**src/rtl/offld_pkg.sv**
```systemverilog
package offld_pkg;

  typedef struct packed {
    logic       loadDef;
    logic [2:0] defIdx;
    logic       serWr;
    logic       wrAe;
    logic       wrAf;
    logic       rdAe;
    logic       rdAf;
  } offld_strb_t;

  function automatic logic [31:0] presetOffset(input logic [2:0] idx);
    return (32'd1 << (idx + 32'd3)) - 32'd1;
  endfunction

endpackage

```
**src/rtl/offld_ctrl.sv**
```systemverilog
module offld_ctrl
  import offld_pkg::*;
#(
  parameter int OFS_W = 16,
  localparam int TOTAL_BITS = 2 * OFS_W,
  localparam int POS_W = $clog2(TOTAL_BITS)
) (
  input  logic             clk,
  input  logic             mrstN,
  input  logic             prstN,
  input  logic             ldN,
  input  logic             senN,
  input  logic [1:0]       fsel,
  input  logic             wenN,
  input  logic             renN,
  output offld_strb_t      strb,
  output logic [POS_W-1:0] bitPos
);

  localparam logic [POS_W-1:0] LAST_POS = POS_W'(TOTAL_BITS - 1);

  logic serialMode;
  logic wrSelAf;
  logic rdSelAf;
  logic active;
  logic serGo;
  logic parGo;
  logic rdGo;

  always_comb begin
    active = mrstN && prstN;
    serGo  = active && !ldN && !senN && serialMode;
    parGo  = active && !ldN && !wenN && !serialMode;
    rdGo   = active && !ldN && !renN;

    strb.loadDef = !mrstN;
    strb.defIdx  = {ldN, fsel};
    strb.serWr   = serGo;
    strb.wrAe    = parGo && !wrSelAf;
    strb.wrAf    = parGo && wrSelAf;
    strb.rdAe    = rdGo && !rdSelAf;
    strb.rdAf    = rdGo && rdSelAf;
  end

  always_ff @(posedge clk) begin
    if (!mrstN) begin
      serialMode <= !ldN;
      bitPos     <= '0;
      wrSelAf    <= 1'b0;
      rdSelAf    <= 1'b0;
    end else if (!prstN) begin
      bitPos  <= '0;
      wrSelAf <= 1'b0;
      rdSelAf <= 1'b0;
    end else begin
      if (serGo) bitPos <= (bitPos == LAST_POS) ? '0 : bitPos + 1'b1;
      if (parGo) wrSelAf <= !wrSelAf;
      if (rdGo)  rdSelAf <= !rdSelAf;
    end
  end


  bit_wrap_chk: assert property (@(posedge clk) disable iff (!mrstN)
    (strb.serWr && bitPos == LAST_POS) |=> (bitPos == '0));


  prst_clear_chk: assert property (@(posedge clk) disable iff (!mrstN)
    !prstN |=> (bitPos == '0 && !wrSelAf && !rdSelAf));


  idle_chk: assert property (@(posedge clk) disable iff (!mrstN)
    ldN |-> !(strb.serWr || strb.wrAe || strb.wrAf || strb.rdAe || strb.rdAf));


  lock_chk: assert property (@(posedge clk) disable iff (!mrstN)
    !(strb.serWr && (strb.wrAe || strb.wrAf)));

endmodule

```
**src/rtl/offld_dp.sv**
```systemverilog
module offld_dp
  import offld_pkg::*;
#(
  parameter int OFS_W = 16,
  localparam int TOTAL_BITS = 2 * OFS_W,
  localparam int POS_W = $clog2(TOTAL_BITS)
) (
  input  logic             clk,
  input  logic             mrstN,
  input  logic             prstN,
  input  offld_strb_t      strb,
  input  logic [POS_W-1:0] bitPos,
  input  logic             sdi,
  input  logic [OFS_W-1:0] parData,
  output logic [OFS_W-1:0] aeOffset,
  output logic [OFS_W-1:0] afOffset,
  output logic [OFS_W-1:0] rdData
);

  logic [OFS_W-1:0] aeHit;
  logic [OFS_W-1:0] afHit;
  logic [OFS_W-1:0] presetVal;

  genvar gi;
  generate
    for (gi = 0; gi < OFS_W; gi++) begin : g_hit
      assign aeHit[gi] = strb.serWr && (bitPos == POS_W'(gi));
      assign afHit[gi] = strb.serWr && (bitPos == POS_W'(gi + OFS_W));
    end
  endgenerate

  always_comb begin
    logic [31:0] full;
    full      = presetOffset(strb.defIdx);
    presetVal = full[OFS_W-1:0];
  end

  always_ff @(posedge clk) begin
    if (strb.loadDef) begin
      aeOffset <= presetVal;
      afOffset <= presetVal;
      rdData   <= '0;
    end else begin
      if (strb.wrAe) aeOffset <= parData;
      else aeOffset <= (aeOffset & ~aeHit) | (aeHit & {OFS_W{sdi}});
      if (strb.wrAf) afOffset <= parData;
      else afOffset <= (afOffset & ~afHit) | (afHit & {OFS_W{sdi}});
      if (strb.rdAe)      rdData <= aeOffset;
      else if (strb.rdAf) rdData <= afOffset;
    end
  end


  hold_chk: assert property (@(posedge clk) disable iff (!mrstN)
    (!strb.serWr && !strb.wrAe && !strb.wrAf) |=>
      ($stable(aeOffset) && $stable(afOffset)));


  rd_ae_chk: assert property (@(posedge clk) disable iff (!mrstN)
    strb.rdAe |=> (rdData == $past(aeOffset)));


  rd_af_chk: assert property (@(posedge clk) disable iff (!mrstN)
    strb.rdAf |=> (rdData == $past(afOffset)));


  prst_keep_chk: assert property (@(posedge clk) disable iff (!mrstN)
    !prstN |=> ($stable(aeOffset) && $stable(afOffset)));

endmodule

```
**src/rtl/flag_offset_loader.sv**
```systemverilog
module flag_offset_loader
  import offld_pkg::*;
#(
  parameter int OFS_W = 16
) (
  input  logic             clk,
  input  logic             mrstN,
  input  logic             prstN,
  input  logic             ldN,
  input  logic             senN,
  input  logic             sdi,
  input  logic [1:0]       fsel,
  input  logic             wenN,
  input  logic             renN,
  input  logic [OFS_W-1:0] parData,
  output logic [OFS_W-1:0] aeOffset,
  output logic [OFS_W-1:0] afOffset,
  output logic [OFS_W-1:0] rdData
);

  localparam int POS_W = $clog2(2 * OFS_W);

  offld_strb_t      strb;
  logic [POS_W-1:0] bitPos;

  offld_ctrl #(.OFS_W(OFS_W)) u_ctrl (
    .clk(clk), .mrstN(mrstN), .prstN(prstN), .ldN(ldN), .senN(senN),
    .fsel(fsel), .wenN(wenN), .renN(renN), .strb(strb), .bitPos(bitPos)
  );

  offld_dp #(.OFS_W(OFS_W)) u_dp (
    .clk(clk), .mrstN(mrstN), .prstN(prstN), .strb(strb), .bitPos(bitPos),
    .sdi(sdi), .parData(parData), .aeOffset(aeOffset), .afOffset(afOffset),
    .rdData(rdData)
  );

endmodule

```
**config.mk**
```make
export PLATFORM = sky130hd
export DESIGN_NAME = flag_offset_loader
export DESIGN_NICKNAME = d
export VERILOG_FILES = /design/src/rtl/offld_pkg.sv /design/src/rtl/offld_ctrl.sv /design/src/rtl/offld_dp.sv /design/src/rtl/flag_offset_loader.sv
export SDC_FILE = /design/constraint.sdc
export NUM_CORES = 1
export LEC_CHECK = 0
export ABC_AREA = 1
export BUFFER_PORTS_ARGS = -buffer_cell sky130_fd_sc_hd__buf_2
export CORE_MARGIN = 4
export CORE_UTILIZATION = 58
export CTS_CLUSTER_SIZE = 8
export DETAILED_ROUTE_END_ITERATION = 10
export HOLD_SLACK_MARGIN = 0.03
export PLACE_DENSITY = 0.93
export SLEW_MARGIN = 20
export SYNTH_ARGS = -nofsm -noshare
export SYNTH_HDL_FRONTEND = slang
export SYNTH_SLANG_ARGS = --single-unit
```
**constraint.sdc**
```tcl
create_clock -name clk -period 2.43 [get_ports clk]
set_input_delay 0.486 -clock clk [delete_from_list [all_inputs] [get_ports clk]]
set_output_delay 0.486 -clock clk [all_outputs]
set_load 0.01 [all_outputs]
```
[Word level (Yosys, flattened, before mapping)]
Index checks and enable logic that the tools add are counted.
Storage, ports and cells
  register bits: 56
  input bits: 26
  output and inout bits: 48
  word-level logic and storage cells: 110
Operators by class
  $add $sub $neg: 3
  eq/ne operators: 31
  shift-type cells: 1
  mux-type cells: 7
  bitwise logic cells: 8
  reduce and logical (&&, ||, !) cells: 53
Operators by type and width (count)
  16-bit two-way mux: 6
  5-bit == test, second input constant: 16
  16-bit AND: 4
  1-bit logical AND: 43
  5-bit by 4-bit == test with 1-bit output, second input constant: 8
  16-bit inverter: 2
  16-bit bitwise OR: 2
  1-bit by 32-bit left shift with 16-bit output, first input constant: 1
  5-bit by 3-bit == test with 1-bit output, second input constant: 4
  16-bit by 1-bit subtractor with 16-bit output, second input constant: 1
  5-bit by 2-bit == test with 1-bit output, second input constant: 2
  1-bit zero test: 7
  5-bit by 1-bit adder with 5-bit output, second input constant: 1
  5-bit by 1-bit == test with 1-bit output, second input constant: 1
  5-bit zero test: 1
  5-bit two-way mux: 1
  3-bit by 2-bit adder with 4-bit output, second input constant: 1
  2-bit AND reduction: 1
  2-bit nonzero test: 1

[Longest topological paths before layout]
  depth after elaboration: 10
  gate-level depth with buffers: 7
  mapped depth without buffers: 7

[Cells and area by module]
Synthesis repeated with hierarchy kept, for this count alone.
Second synthesis, totals
  cells, all modules: 493
  area, all modules: 3415.8 sq um
By module, submodules not included
  offld_dp: times used 1, cells an instance 432, area each 2949.1 sq um, seq. area each 1281.2 sq um
  offld_ctrl: times used 1, cells an instance 61, area each 466.7 sq um, seq. area each 170.2 sq um

[Worst setup path after synthesis]
Ideal clock, no wire load.
  path type: input port to flip-flop
  start: input prstN
  end: register (tool-made name)
  setup time: 0.310 ns
  data arrival time: 1.187 ns
  required time: 2.120 ns
  path slack: 0.933 ns
  stages: 7
  buffers on the path: 1
  cell sequence: nand2_2 nor2_8 nand3_4 nand2_1 inv_1 buf_6 o21ai_0
RTL lines
  start, declared: RTL line flag_offset_loader.sv:8  | input logic prstN,

==> flow_metrics.env <==
export IMPL_outcome="complete, no violations"
export IMPL_critical_path_arrival_ps=1680
export IMPL_critical_path_max_stage_delay_ps=420
export IMPL_clock_tree_buffer_depth=2
export IMPL_power_share_clock_pct=31.7
export IMPL_power_net_switching_uw=463.5
export IMPL_yosys_cell_types_count=27
export IMPL_final_setup_skew_ps=7.659
export IMPL_hold_path_depth=3
export IMPL_core_mm2=0.005238
export IMPL_r2r_start="u_ctrl.serialMode$_DFFE_PN_"
export IMPL_routed_via_count=3176
export IMPL_worstPathRequired_ps=2440
export IMPL_track_usage_pct=26.66
export IMPL_pwr_share_comb_pct=11.7
export IMPL_critical_path_peak_fanout=15
export IMPL_num_antenna_cells=0
export IMPL_first_global_vias=2987
export IMPL_crit_path_cell_trace="nor2_1 -> nand3_4 -> nand2_1 -> inv_1 -> o21ai_0"
export IMPL_use_met2_pct=44.07
export IMPL_timing_hold_violations_final=0
export IMPL_finalSetupViolCount=0
export IMPL_sequentialPowerShare_pct=56.6
export IMPL_total_length_of_routed_wires_um=8332
export IMPL_detail_route_iter0_violations=381
export IMPL_swShare_pct=24.45
export IMPL_grt_max_degree=33
export IMPL_pwr_density_cell_mw_per_mm2=519.1
export IMPL_core_rowCount=26
export IMPL_period_minus_slack_ps=1670
export IMPL_finish_utilization_pct=69.73
export IMPL_holdCritPathClass="in2reg"
export IMPL_synth_area_top_cells="sky130_fd_sc_hd__edfxtp_1, sky130_fd_sc_hd__nand2_1, sky130_fd_sc_hd__dfxtp_1"
export IMPL_final_net_count=525
export IMPL_floorplan_die_width_um=82.40
export IMPL_synthCells=432
export IMPL_ys_seq_area_share_pct=45.21
export IMPL_via_per_inst=5.631
export IMPL_cts_hold_buffers_added=0
export IMPL_synth_top_area_share_pct=30.87
export IMPL_layout_filler_cells=424
export IMPL_place_congestion=0.9633
export IMPL_globalRouteOverflowTotal=0
export IMPL_timing_critical_path_from="u_ctrl.serialMode$_DFFE_PN_"
export IMPL_io_pin_count=74
export IMPL_irDropWorstVdd_uv=378.2
export IMPL_ys_warnings_count=0
export IMPL_post_cts_setup_buffer_count=0
export IMPL_crit_slowest_cell="sky130_fd_sc_hd__edfxtp_1"
export IMPL_crit_family="simple AND/OR/NAND/NOR gates"
export IMPL_clk_latency_ps=310
export IMPL_met3_capacity_usage_during_global_routing_pct=3.579
export IMPL_maxCapViolations=0
export IMPL_detailedPlacementHpwl_um=6248
export IMPL_relSlewSlack_pct=67.16
export IMPL_register_area_mm2=0.001451
export IMPL_globalRoute_busiestLayer="met2"
export IMPL_setup_tns_ps=0
export IMPL_cts_tree="built"
export IMPL_ctsResizeCount=0
export IMPL_grt_antenna_before_repair=0
export IMPL_grt_first_pass_wirelength_um=13820
export IMPL_worstSetupEndpointType="flop"
export IMPL_drt_wl_cell_um=14.77
export IMPL_drt_pass1_iterations=7
export IMPL_initial_utilization_pct=61.30
export IMPL_synth_top_cell_by_area="sky130_fd_sc_hd__edfxtp_1"
export IMPL_timing_hold_worst_start="parData[5]"
export IMPL_root_buf_cell="sky130_fd_sc_hd__clkbuf_8"
export IMPL_critical_path_buffer_and_inverter_count=1
export IMPL_intPower_uw=1432
export IMPL_path_clk_slew_ps=100
export IMPL_cts_sink_count=56
export IMPL_final_max_slew_violation_count=0
export IMPL_h_tree_depth=2
export IMPL_register_to_register_setup_slack_ps=760
export IMPL_met1_use_gr_pct=34.47
export IMPL_worstMarginPinSlew_ps=488.4
export IMPL_remaining_antenna_violation_count_after_routing=0
export IMPL_postSynthNetCount=464
export IMPL_die_h_um=82.40
export IMPL_maxClockFrequency_mhz=598.9
export IMPL_post_detailed_route_drc_marker_count=0
export IMPL_setup_worst_path_class="reg2reg"
export IMPL_area_delta_synth_final_pct=13.76
export IMPL_startpoint_type="flop"
export IMPL_number_of_clock_buffers_inserted_by_tritoncts=5
export IMPL_r2r_worst_path_cells=5
export IMPL_multiInputGateArea_mm2=0.001505
export IMPL_syn_area_per_cell_um2=7.432
export IMPL_fraction_of_layout_cells_with_a_size_suffix_above_1_pct=20.04
export IMPL_timing_final_crit_share_pct=68.72
export IMPL_p_leak_uw=0.001657
export IMPL_port_buffer_count=73
export IMPL_synth_seq_cells=56
export IMPL_rsz0062_at_grt="false"
export IMPL_fp_dieArea_mm2=0.006790
export IMPL_post_synth_instance_area_mm2=0.003211
[synth_stat cells, drive strengths merged]
master  count
o31ai       1
nor3        1
nor2       70
clkinv      2
edfxtp     33
nand3      65
ha          6
buf        16
clkbuf      8
inv        23
dfxtp      23
nand2     130
o21ai      50
a21oi       4
[power groups by stage]
| stage | clock network, uW | registers (uW) | logic [uW] |
|---|---|---|---|
| global placement | 0 | 1090 | 213 |
| detailed placement | 0 | 1090 | 220 |
| finish | 602 | 1070 | 222 |
| CTS | 605 | 1070 | 221 |
| floorplan | 0 | 1110 | 112 |
| global route | 644 | 1080 | 247 |
[metrics by stage]
stage | std cells | area [um2] | hold WS [ps] | worst slack (ps) | power, uW
global placement | 556 | 3545 | 457.0 | 677.5 | 1305
CTS | 564 | 3652 | 458.9 | 775.7 | 1898
floorplan | 432 | 3211 | 474.1 | 933.4 | 1221
global route | 564 | 3652 | 466.5 | 655.1 | 1968
detailed placement | 556 | 3545 | 466.4 | 582.5 | 1314
finish | 564 | 3652 | 460.8 | 760.2 | 1896
[cell usage in the layout, fill, tap and decap left out, drive strengths merged]
master and n:
clkinv 3, edfxtp 33, a21oi 4, nand2 130, o31ai 1, buf 78
clkbuf 6, nor2 70, dfxtp 23, ha 6, o21ai 50, nor3 1
nand3 65, bufinv 1, inv 23
[cell families (layout without fill, tap and decap cells)]
| group | count (synthesis) | count (layout) | synth area share, % |
|---|---|---|---|
| buf+inv | 49 | 111 | 7.911 |
| compound gates | 55 | 55 | 8.652 |
| fa+ha+maj | 6 | 6 | 2.338 |
| flops | 56 | 56 | 45.21 |
| simple gates | 266 | 266 | 35.89 |
[worst reg2reg max path, stage by stage, from the launching register on]
cell and delay [ps]:
sky130_fd_sc_hd__edfxtp_1 420, sky130_fd_sc_hd__nor2_1 330, sky130_fd_sc_hd__nand3_4 140, sky130_fd_sc_hd__nand2_1 80, sky130_fd_sc_hd__inv_1 200, sky130_fd_sc_hd__o21ai_0 200
[final cells by class]
class,count,share of cell area (%)
Multi-Input combinational cell,327,41.21
Sequential cell,56,39.74
Timing Repair Buffer,78,11.03
Inverter,25,2.672
Tap cell,70,2.398
Clock buffer,6,1.987
Clock inverter,2,0.9592
[per-layer routing]
| layer | vias to the layer above | share of wire [%] | routed length, um |
|---|---|---|---|
| li1 | 1529 | - | - |
| met1 | 1407 | 39 | 3210 |
| met2 | 197 | 48 | 3964 |
| met3 | 43 | 9.9 | 825 |
| met4 | 0 | 4.0 | 332 |
| met5 | - | 0 | 0 |
[how the worst max path moves through the flow]
stage	end	slack [ps]	cells past startpoint
after floorplan	flop	930	7
after global placement	flop	680	7
after detailed placement	flop	580	7
after CTS	flop	780	5
after global routing	flop	660	5
final	flop	760	5
No activity file was read; power rests on OpenSTA's default activity.
